<file path="src/rtl/ddr3_trk_pkg.sv">
package ddr3_trk_pkg;

    localparam int TRK_BANKS   = 8;
    localparam int TRK_BA_W    = $clog2(TRK_BANKS);
    localparam int TRK_ADDR_W  = 15;
    localparam int TRK_AP_BIT  = 10;
    localparam int TRK_BC_BIT  = 12;
    localparam int TRK_BL_FULL = 8;
    localparam int TRK_BL_CHOP = 4;
    localparam int TRK_CNT_W   = $clog2(TRK_BL_FULL + 1);

    typedef enum logic [2:0] {
        OP_NONE = 3'd0,
        OP_ACT  = 3'd1,
        OP_RD   = 3'd2,
        OP_WR   = 3'd3,
        OP_PRE  = 3'd4,
        OP_REF  = 3'd5,
        OP_MRS  = 3'd6
    } op_e;

    typedef enum logic [1:0] {
        PD_NONE = 2'd0,
        PD_PRE  = 2'd1,
        PD_ACT  = 2'd2,
        PD_SREF = 2'd3
    } pd_e;

    typedef struct packed {
        op_e                     op;
        logic [TRK_BA_W-1:0]     bank;
        logic [TRK_ADDR_W-1:0]   addr;
        logic                    ap;
        logic                    chop;
        logic                    all;
    } cmd_t;

    // Strobe pattern {ras_n, cas_n, we_n} to operation.
    function automatic op_e strobes_to_op(input logic r, input logic c, input logic w);
        case ({r, c, w})
            3'b011:  return OP_ACT;
            3'b101:  return OP_RD;
            3'b100:  return OP_WR;
            3'b010:  return OP_PRE;
            3'b001:  return OP_REF;
            3'b000:  return OP_MRS;
            default: return OP_NONE;
        endcase
    endfunction

    function automatic logic is_access(input op_e op);
        return (op == OP_RD) || (op == OP_WR);
    endfunction

endpackage

</file>
<file path="src/rtl/ddr3_cmd_decode.sv">
module ddr3_cmd_decode
    import ddr3_trk_pkg::*;
#(
    parameter int BA_W   = TRK_BA_W,
    parameter int ADDR_W = TRK_ADDR_W,
    parameter int AP_BIT = TRK_AP_BIT,
    parameter int BC_BIT = TRK_BC_BIT
) (
    input  logic              clk,
    input  logic              rst_n,
    input  logic              cs_n,
    input  logic              ras_n,
    input  logic              cas_n,
    input  logic              we_n,
    input  logic              cke,
    input  logic [BA_W-1:0]   ba,
    input  logic [ADDR_W-1:0] addr,
    output cmd_t              dec_c,
    output logic              sref_req,
    output cmd_t              dec_q,
    output logic [BA_W-1:0]   mr_q
);

    op_e op_raw;

    always_comb begin
        op_raw   = strobes_to_op(ras_n, cas_n, we_n);
        dec_c    = '0;
        sref_req = !cs_n && !cke && (op_raw == OP_REF);
        if (!cs_n && cke && (op_raw != OP_NONE)) begin
            dec_c.op   = op_raw;
            dec_c.bank = ba;
            dec_c.addr = addr;
            case (op_raw)
                OP_RD, OP_WR: begin
                    dec_c.ap           = addr[AP_BIT];
                    dec_c.chop         = !addr[BC_BIT];
                    dec_c.addr[AP_BIT] = 1'b0;
                    dec_c.addr[BC_BIT] = 1'b0;
                end
                OP_PRE:  dec_c.all = addr[AP_BIT];
                default: ;
            endcase
        end
    end

    always_ff @(posedge clk or negedge rst_n) begin
        if (!rst_n) begin
            dec_q <= '0;
            mr_q  <= '0;
        end else begin
            dec_q <= dec_c;
            mr_q  <= (dec_c.op == OP_MRS) ? ba : '0;
        end
    end

endmodule

</file>
<file path="src/rtl/ddr3_bank_table.sv">
module ddr3_bank_table
    import ddr3_trk_pkg::*;
#(
    parameter int NUM_BANKS = TRK_BANKS,
    parameter int ADDR_W    = TRK_ADDR_W,
    parameter int BL_FULL   = TRK_BL_FULL,
    parameter int BL_CHOP   = TRK_BL_CHOP
) (
    input  logic                        clk,
    input  logic                        rst_n,
    input  cmd_t                        dec_c,
    output logic [NUM_BANKS-1:0]        open_vec,
    output logic [NUM_BANKS*ADDR_W-1:0] rows,
    output logic                        proto_err
);

    localparam int CNT_W = $clog2(BL_FULL + 1);

    logic [NUM_BANKS-1:0] err_vec;

    for (genvar b = 0; b < NUM_BANKS; b++) begin : g_bank
        logic             hit;
        logic [CNT_W-1:0] ap_cnt;

        assign hit        = (int'(dec_c.bank) == b);
        assign err_vec[b] = hit && (((dec_c.op == OP_ACT) && open_vec[b]) ||
                                    (is_access(dec_c.op) && !open_vec[b]));

        always_ff @(posedge clk or negedge rst_n) begin
            if (!rst_n) begin
                open_vec[b]               <= 1'b0;
                rows[b*ADDR_W +: ADDR_W]  <= '0;
                ap_cnt                    <= '0;
            end else begin
                if (ap_cnt != '0) begin
                    ap_cnt <= ap_cnt - 1'b1;
                    if (ap_cnt == CNT_W'(1)) open_vec[b] <= 1'b0;
                end
                case (dec_c.op)
                    OP_ACT: if (hit) begin
                        open_vec[b]              <= 1'b1;
                        rows[b*ADDR_W +: ADDR_W] <= dec_c.addr;
                    end
                    OP_PRE: if (hit || dec_c.all) begin
                        open_vec[b] <= 1'b0;
                        ap_cnt      <= '0;
                    end
                    OP_RD, OP_WR: if (hit && dec_c.ap) begin
                        ap_cnt <= dec_c.chop ? CNT_W'(BL_CHOP) : CNT_W'(BL_FULL);
                    end
                    default: ;
                endcase
            end
        end
    end

    always_ff @(posedge clk or negedge rst_n) begin
        if (!rst_n)          proto_err <= 1'b0;
        else if (|err_vec)   proto_err <= 1'b1;
    end

endmodule

</file>
<file path="src/rtl/ddr3_power_monitor.sv">
module ddr3_power_monitor
    import ddr3_trk_pkg::*;
#(
    parameter int BL_FULL = TRK_BL_FULL,
    parameter int BL_CHOP = TRK_BL_CHOP
) (
    input  logic clk,
    input  logic rst_n,
    input  logic cke,
    input  logic access,
    input  logic chop,
    input  logic sref_req,
    input  logic any_open,
    output pd_e  pd_q,
    output logic cke_err
);

    localparam int CNT_W = $clog2(BL_FULL + 1);

    logic             cke_q;
    logic [CNT_W-1:0] burst_cnt;
    pd_e              pd_n;

    always_comb begin
        pd_n = PD_NONE;
        if (cke_q && !cke) begin
            if (sref_req)      pd_n = PD_SREF;
            else if (any_open) pd_n = PD_ACT;
            else               pd_n = PD_PRE;
        end
    end

    always_ff @(posedge clk or negedge rst_n) begin
        if (!rst_n) begin
            cke_q     <= 1'b0;
            burst_cnt <= '0;
            pd_q      <= PD_NONE;
            cke_err   <= 1'b0;
        end else begin
            cke_q <= cke;
            pd_q  <= pd_n;
            if (!cke && (burst_cnt != '0)) cke_err <= 1'b1;
            if (access)                burst_cnt <= chop ? CNT_W'(BL_CHOP) : CNT_W'(BL_FULL);
            else if (burst_cnt != '0)  burst_cnt <= burst_cnt - 1'b1;
        end
    end

endmodule

</file>
<file path="src/rtl/ddr3_cmd_tracker.sv">
module ddr3_cmd_tracker
    import ddr3_trk_pkg::*;
#(
    parameter int NUM_BANKS = TRK_BANKS,
    parameter int ADDR_W    = TRK_ADDR_W,
    parameter int AP_BIT    = TRK_AP_BIT,
    parameter int BC_BIT    = TRK_BC_BIT,
    parameter int BL_FULL   = TRK_BL_FULL,
    parameter int BL_CHOP   = TRK_BL_CHOP,
    localparam int BA_W     = $clog2(NUM_BANKS)
) (
    input  logic                        clk,
    input  logic                        rst_n,
    input  logic                        cs_n,
    input  logic                        ras_n,
    input  logic                        cas_n,
    input  logic                        we_n,
    input  logic                        cke,
    input  logic [BA_W-1:0]             ba,
    input  logic [ADDR_W-1:0]           addr,
    output logic [2:0]                  cmd_code,
    output logic [BA_W-1:0]             out_bank,
    output logic [ADDR_W-1:0]           out_addr,
    output logic                        auto_pre,
    output logic                        burst_chop,
    output logic                        all_banks,
    output logic [BA_W-1:0]             mr_sel,
    output logic [NUM_BANKS-1:0]        bank_open,
    output logic [NUM_BANKS*ADDR_W-1:0] bank_rows,
    output logic [1:0]                  pd_event,
    output logic                        proto_err,
    output logic                        cke_err
);

    cmd_t dec_c;
    cmd_t dec_q;
    logic sref_req;
    pd_e  pd_q;

    ddr3_cmd_decode #(
        .BA_W(BA_W), .ADDR_W(ADDR_W), .AP_BIT(AP_BIT), .BC_BIT(BC_BIT)
    ) u_decode (
        .clk(clk), .rst_n(rst_n), .cs_n(cs_n), .ras_n(ras_n), .cas_n(cas_n),
        .we_n(we_n), .cke(cke), .ba(ba), .addr(addr),
        .dec_c(dec_c), .sref_req(sref_req), .dec_q(dec_q), .mr_q(mr_sel)
    );

    ddr3_bank_table #(
        .NUM_BANKS(NUM_BANKS), .ADDR_W(ADDR_W), .BL_FULL(BL_FULL), .BL_CHOP(BL_CHOP)
    ) u_banks (
        .clk(clk), .rst_n(rst_n), .dec_c(dec_c),
        .open_vec(bank_open), .rows(bank_rows), .proto_err(proto_err)
    );

    ddr3_power_monitor #(
        .BL_FULL(BL_FULL), .BL_CHOP(BL_CHOP)
    ) u_power (
        .clk(clk), .rst_n(rst_n), .cke(cke),
        .access(is_access(dec_c.op)), .chop(dec_c.chop), .sref_req(sref_req),
        .any_open(|bank_open), .pd_q(pd_q), .cke_err(cke_err)
    );

    assign cmd_code   = dec_q.op;
    assign out_bank   = dec_q.bank;
    assign out_addr   = dec_q.addr;
    assign auto_pre   = dec_q.ap;
    assign burst_chop = dec_q.chop;
    assign all_banks  = dec_q.all;
    assign pd_event   = pd_q;

endmodule

</file>
<file path="config.mk">
export PLATFORM = sky130hd
export DESIGN_NAME = ddr3_cmd_tracker
export DESIGN_NICKNAME = d
export VERILOG_FILES = /design/src/rtl/ddr3_trk_pkg.sv /design/src/rtl/ddr3_cmd_decode.sv /design/src/rtl/ddr3_bank_table.sv /design/src/rtl/ddr3_power_monitor.sv /design/src/rtl/ddr3_cmd_tracker.sv
export SDC_FILE = /design/constraint.sdc
export NUM_CORES = 1
export LEC_CHECK = 0
export BUFFER_PORTS_ARGS = -buffer_cell sky130_fd_sc_hd__buf_2
export CORE_MARGIN = 2
export CORE_UTILIZATION = 59
export DETAILED_ROUTE_END_ITERATION = 6
export PLACE_DENSITY = 0.85
export SYNTH_ARGS = -nofsm -noshare
export SYNTH_HDL_FRONTEND = slang
export SYNTH_HIERARCHICAL = 1
export SYNTH_SLANG_ARGS = --single-unit
</file>
<file path="constraint.sdc">
create_clock -name clk -period 4.75 [get_ports clk]
set_input_delay 0.475 -clock clk [delete_from_list [all_inputs] [get_ports clk]]
set_output_delay 0.475 -clock clk [all_outputs]
set_load 0.05 [all_outputs]
</file>
# Yosys cells after proc, flatten, opt, wreduce, memory -nomap -nowiden
# Cells that the tools add are included.
# word_totals
out_inout_bits	159
reg_bits	196
input_bits	25
# classes
n_addsub	9
reduce_logical	91
eq_ne	29
muxes	85
# op_table
operator	n
$mux 4	27
$pmux 4 s2	8
$logic_and 1x1->1	38
$reduce_bool 4->1	9
$sub 4x1->4 const B	9
$mux 1	35
$eq 4x1->1 const B	8
$eq 3x3->1 const B	10
$eq 3x2->1 const B	8
$mux 24	1
$pmux 3 s6	1
$logic_or 1x1->1	17
$pmux 1 s2	8
$reduce_and 2->1	8
$reduce_or 8->1	2
$logic_not 1->1	11
$eq 3x1->1 const B	3
$mux 2	4
$logic_not 3->1	2
$reduce_or 2->1	2
$mux 3	1
$reduce_bool 3->1	1
$reduce_bool 2->1	1

# Logic depth before layout (Yosys ltp)
# logic_depth
ltp_word	12
depth_mapped	10
mapped_depth_nobuf	6

# Cells and area by module
# Netlist, hierarchy kept.
# modules_own_cells
module	area_per_inst_um2	cells_per_inst	n_inst
ddr3_bank_table	7392.1	609	1
ddr3_cmd_decode	987.2	70	1
ddr3_power_monitor	341.6	30	1
ddr3_cmd_tracker	22.5	4	1

# Least setup slack after synthesis
# OpenSTA, ideal clock, no wires.
# synth_path
kind	input to register
start	in cs_n
end	reg u_banks.proto_err
setup_ps	138
stages	8
path_slack_ps	2006
arrival_time_ps	2606
path_buffers	2
path_cell_list	nand2b_1 clkbuf_1 nor3_1 nor3b_2 and2_4 buf_6 a221o_1 or4_1
# synth_rtl
element	line_no	text
start: declaration	ddr3_cmd_tracker.sv:14	input logic cs_n,
end signal: assignment	ddr3_bank_table.sv:58	if (!rst_n) proto_err <= 1'b0;
end signal: assignment	ddr3_bank_table.sv:59	else if (|err_vec) proto_err <= 1'b1;
end: declaration	ddr3_bank_table.sv:14	output logic proto_err

==> results.sh <==
export IMPL_status="completed"
export IMPL_drive_gt1_frac=0.4064
export IMPL_num_rows=44
export IMPL_drt_met1_wl_mm=9.222
export IMPL_dieArea_sq_um=15810
export IMPL_synthArstFlopShare=1.000
export IMPL_path_clk_slew_ns=0.07
export IMPL_clock_sinks=196
export IMPL_drt_iter0_markers=564
export IMPL_hold_violations=0
export IMPL_numPortBuffers=183
export IMPL_cts_hold_buf=0
export IMPL_pre_cts_ws_ns=1.275
export IMPL_area_growth_pct=19.39
export IMPL_grt_setup_unrepaired="false"
export IMPL_cts_tree="done"
export IMPL_fin_util=0.7210
export IMPL_via_count=6370
export IMPL_yosysTopAreaCell="dfrtp_1"
export IMPL_cts_max_level=4
export IMPL_drc=0
export IMPL_fin_skew_ns=0.005892
export IMPL_cap_violations=0
export IMPL_core_region_area_sq_um=14480
export IMPL_relSlewSlack=0.03029
export IMPL_synthesis_area_sq_um=8743
export IMPL_cts_setup_buffers=0
export IMPL_clock_latency_ns=0.43
export IMPL_synth_warnings=6
export IMPL_synth_seq_area_share=0.5610
export IMPL_placed_cells=1060
export IMPL_finalNetCount=945
export IMPL_critPathArrivalTime_ns=3.40
export IMPL_post_cts_resized=0
export IMPL_period_share=0.6488
export IMPL_met2_length_mm=10.92
export IMPL_synth_edf_count=0
export IMPL_period_needed_ns=3.082
export IMPL_grt_pass1_vias=6505
export IMPL_dp_hpwl_mm=15.08
export IMPL_synth_area_per_cell_sq_um=12.26
export IMPL_synth_top_flop_cell="dfrtp_1"
export IMPL_grt_pass1_wl_mm=35.88
export IMPL_placed_cell_area_sq_um=9871
export IMPL_syn_nets=763
export IMPL_dieHeight_microns=125.7
export IMPL_powerDensity_nw_per_um2=448.1
export IMPL_die_w_microns=125.7
export IMPL_grt_max_degree=106
export IMPL_start_kind="input port"
export IMPL_worst_path_max_fanout=17
export IMPL_critPathKind="in -> reg"
export IMPL_cp_end_kind="flop"
export IMPL_netlist_instances=713
export IMPL_instances_no_fill=1092
export IMPL_slew_viol_final=0
export IMPL_gr_total_overflow=0
export IMPL_antennaDiodeCount=0
export IMPL_grt_usage=0.2922
export IMPL_vdd_drop_max_uv=310.6
export IMPL_yosys_area_top_type_share=0.5610
export IMPL_clockBufferDepth=2
export IMPL_antenna_found_initial=0
export IMPL_stdcell_area_sq_um=10440
export IMPL_pin_count=184
export IMPL_fmax_mhz=324.5
export IMPL_setup_viol=0
export IMPL_synth_area_leaders="dfrtp_1 (56%), mux2_2 (16%), ha_1 (3.6%)"
export IMPL_layout_setup_ws_ns=1.668
export IMPL_via_per_inst=5.833
export IMPL_antenna_left=0
export IMPL_worst_slew_pin_slew_ns=1.451
export IMPL_cts_made_buffers=17
export IMPL_leakage_uw=0.005579
export IMPL_dr_pass1_iters=4
export IMPL_postRouteWirelength_mm=22.61
export IMPL_required_ns=5.07
export IMPL_ys_seq_elements=196
export IMPL_start_util=0.6039
export IMPL_min_path_type="in -> async"
export IMPL_met3_length_mm=1.822
export IMPL_setup_tns_ns=0
export IMPL_cts_root_buffer="clkbuf_16"
export IMPL_nFillCells=996
export IMPL_gp_congestion=0.8833
export IMPL_routedWlPerCell_microns=20.71
export IMPL_top_layer="met4"
export IMPL_synth_cell_types=49
stage by stage:
step / hold WS [ns] / total power, uW
after detailed placement: 0.4881 / 3290
after global routing: 0.2087 / 4930
after floorplan: 0.1794 / 2972
after global placement: 0.4774 / 3219
final: 0.1103 / 4678
after CTS: 0.1713 / 4680
per-layer routing:
metal | up-vias | global-route usage
met3 | 53 | 0.08539
met5 | - | 0
met1 | 3156 | 0.3789
met2 | 305 | 0.4687
met4 | 0 | 0.1164
li1 | 2856 | -
synthesized netlist by cell type, drive strengths merged, types with 8 or more instances:
library cell    n
a211oi          9
a21oi          16
a31oi           8
buf            19
clkbuf         14
dfrtp         196
ha             25
inv            41
mux2          126
mux2i          15
nand2          23
nand2b         12
nand3          11
nor2           44
nor2b          10
nor3           14
nor3b          24
o21ai          36
o22ai          12
xnor2           9
cell type report:
cell class	instances	area, sq um	area share
flip-flops and latches	196	4905	0.4699
multi-input cells	443	3547	0.3398
repair buffers	196	1035	0.09912
clock buffers	18	429.2	0.04111
well taps	184	230.2	0.02205
inverters	41	153.9	0.01474
clock inverters	14	138.9	0.01330
final timing paths:
kind,slack (ns),to,cells past startpoint,from
worst max-delay path,1.67,u_banks/rows[3],6,cas_n
worst min register to register,0.50,u_banks/rows[19],1,u_banks/rows[19]
worst min-delay path,0.11,u_banks/g_bank[7].ap_cnt[2],1,rst_n
worst max register to register,2.99,u_banks/proto_err,4,u_banks/open_vec[2]
max in group asynchronous,3.70,u_banks/rows[84],2,rst_n
min in group clk,0.24,u_power/cke_q,1,cke
flip-flops by register name, indices dropped and copies added, names as in the netlist:
signal,cells
u_power/pd_q,2
u_power/cke_q,1
u_banks/open_vec,8
u_decode/mr_q,3
u_power/burst_cnt,4
u_banks/proto_err,1
u_decode/dec_q,24
u_power/cke_err,1
u_banks/rows,120
u_banks/g_bank.ap_cnt,32
power by group:
part	internal [uW]	switching [uW]	total [uW]
logic	485	742	1230
clock network	698	685	1380
registers	1880	187	2070
worst max-delay path, stage by stage:
cell     delay [ns]
buf_2          0.21
and2_1         0.70
nor3b_2        0.31
nor3_1         0.55
nand2_1        0.65
mux2_2         0.49
kinds of logic after synthesis:
| kind of cell | share of synthesized area |
|---|---|
| AND/OR/NAND/NOR | 0.1158 |
| buffers and inverters | 0.03578 |
| AO/OA/AOI/OAI | 0.06325 |
| XOR/XNOR | 0.009016 |
| flip-flops | 0.5610 |
| adder cells (fa/ha/maj) | 0.03578 |
| multiplexers | 0.1794 |
placed cells by master, fill, tap and decap left out, types with 3 or more instances in the layout:
| cell type | instances |
|---|---|
| nor2b_1 | 10 |
| nand2_1 | 22 |
| or3_1 | 6 |
| nor3b_1 | 17 |
| buf_2 | 182 |
| inv_1 | 41 |
| nand3_1 | 11 |
| inv_6 | 6 |
| a31oi_1 | 8 |
| clkinv_4 | 3 |
| nor3_1 | 14 |
| o21bai_1 | 3 |
| nor4b_2 | 4 |
| mux2i_1 | 15 |
| o22ai_1 | 12 |
| a211oi_1 | 9 |
| a21oi_1 | 16 |
| ha_1 | 25 |
| xnor2_1 | 9 |
| nor2_1 | 44 |
| clkbuf_16 | 17 |
| and3b_1 | 5 |
| o21ai_0 | 36 |
| nor4_1 | 4 |
| nor3b_2 | 7 |
| mux2_2 | 125 |
| buf_4 | 12 |
| and3_1 | 5 |
| dfrtp_1 | 196 |
| nand2b_1 | 12 |
No activity file was read; power rests on OpenSTA's default activity.
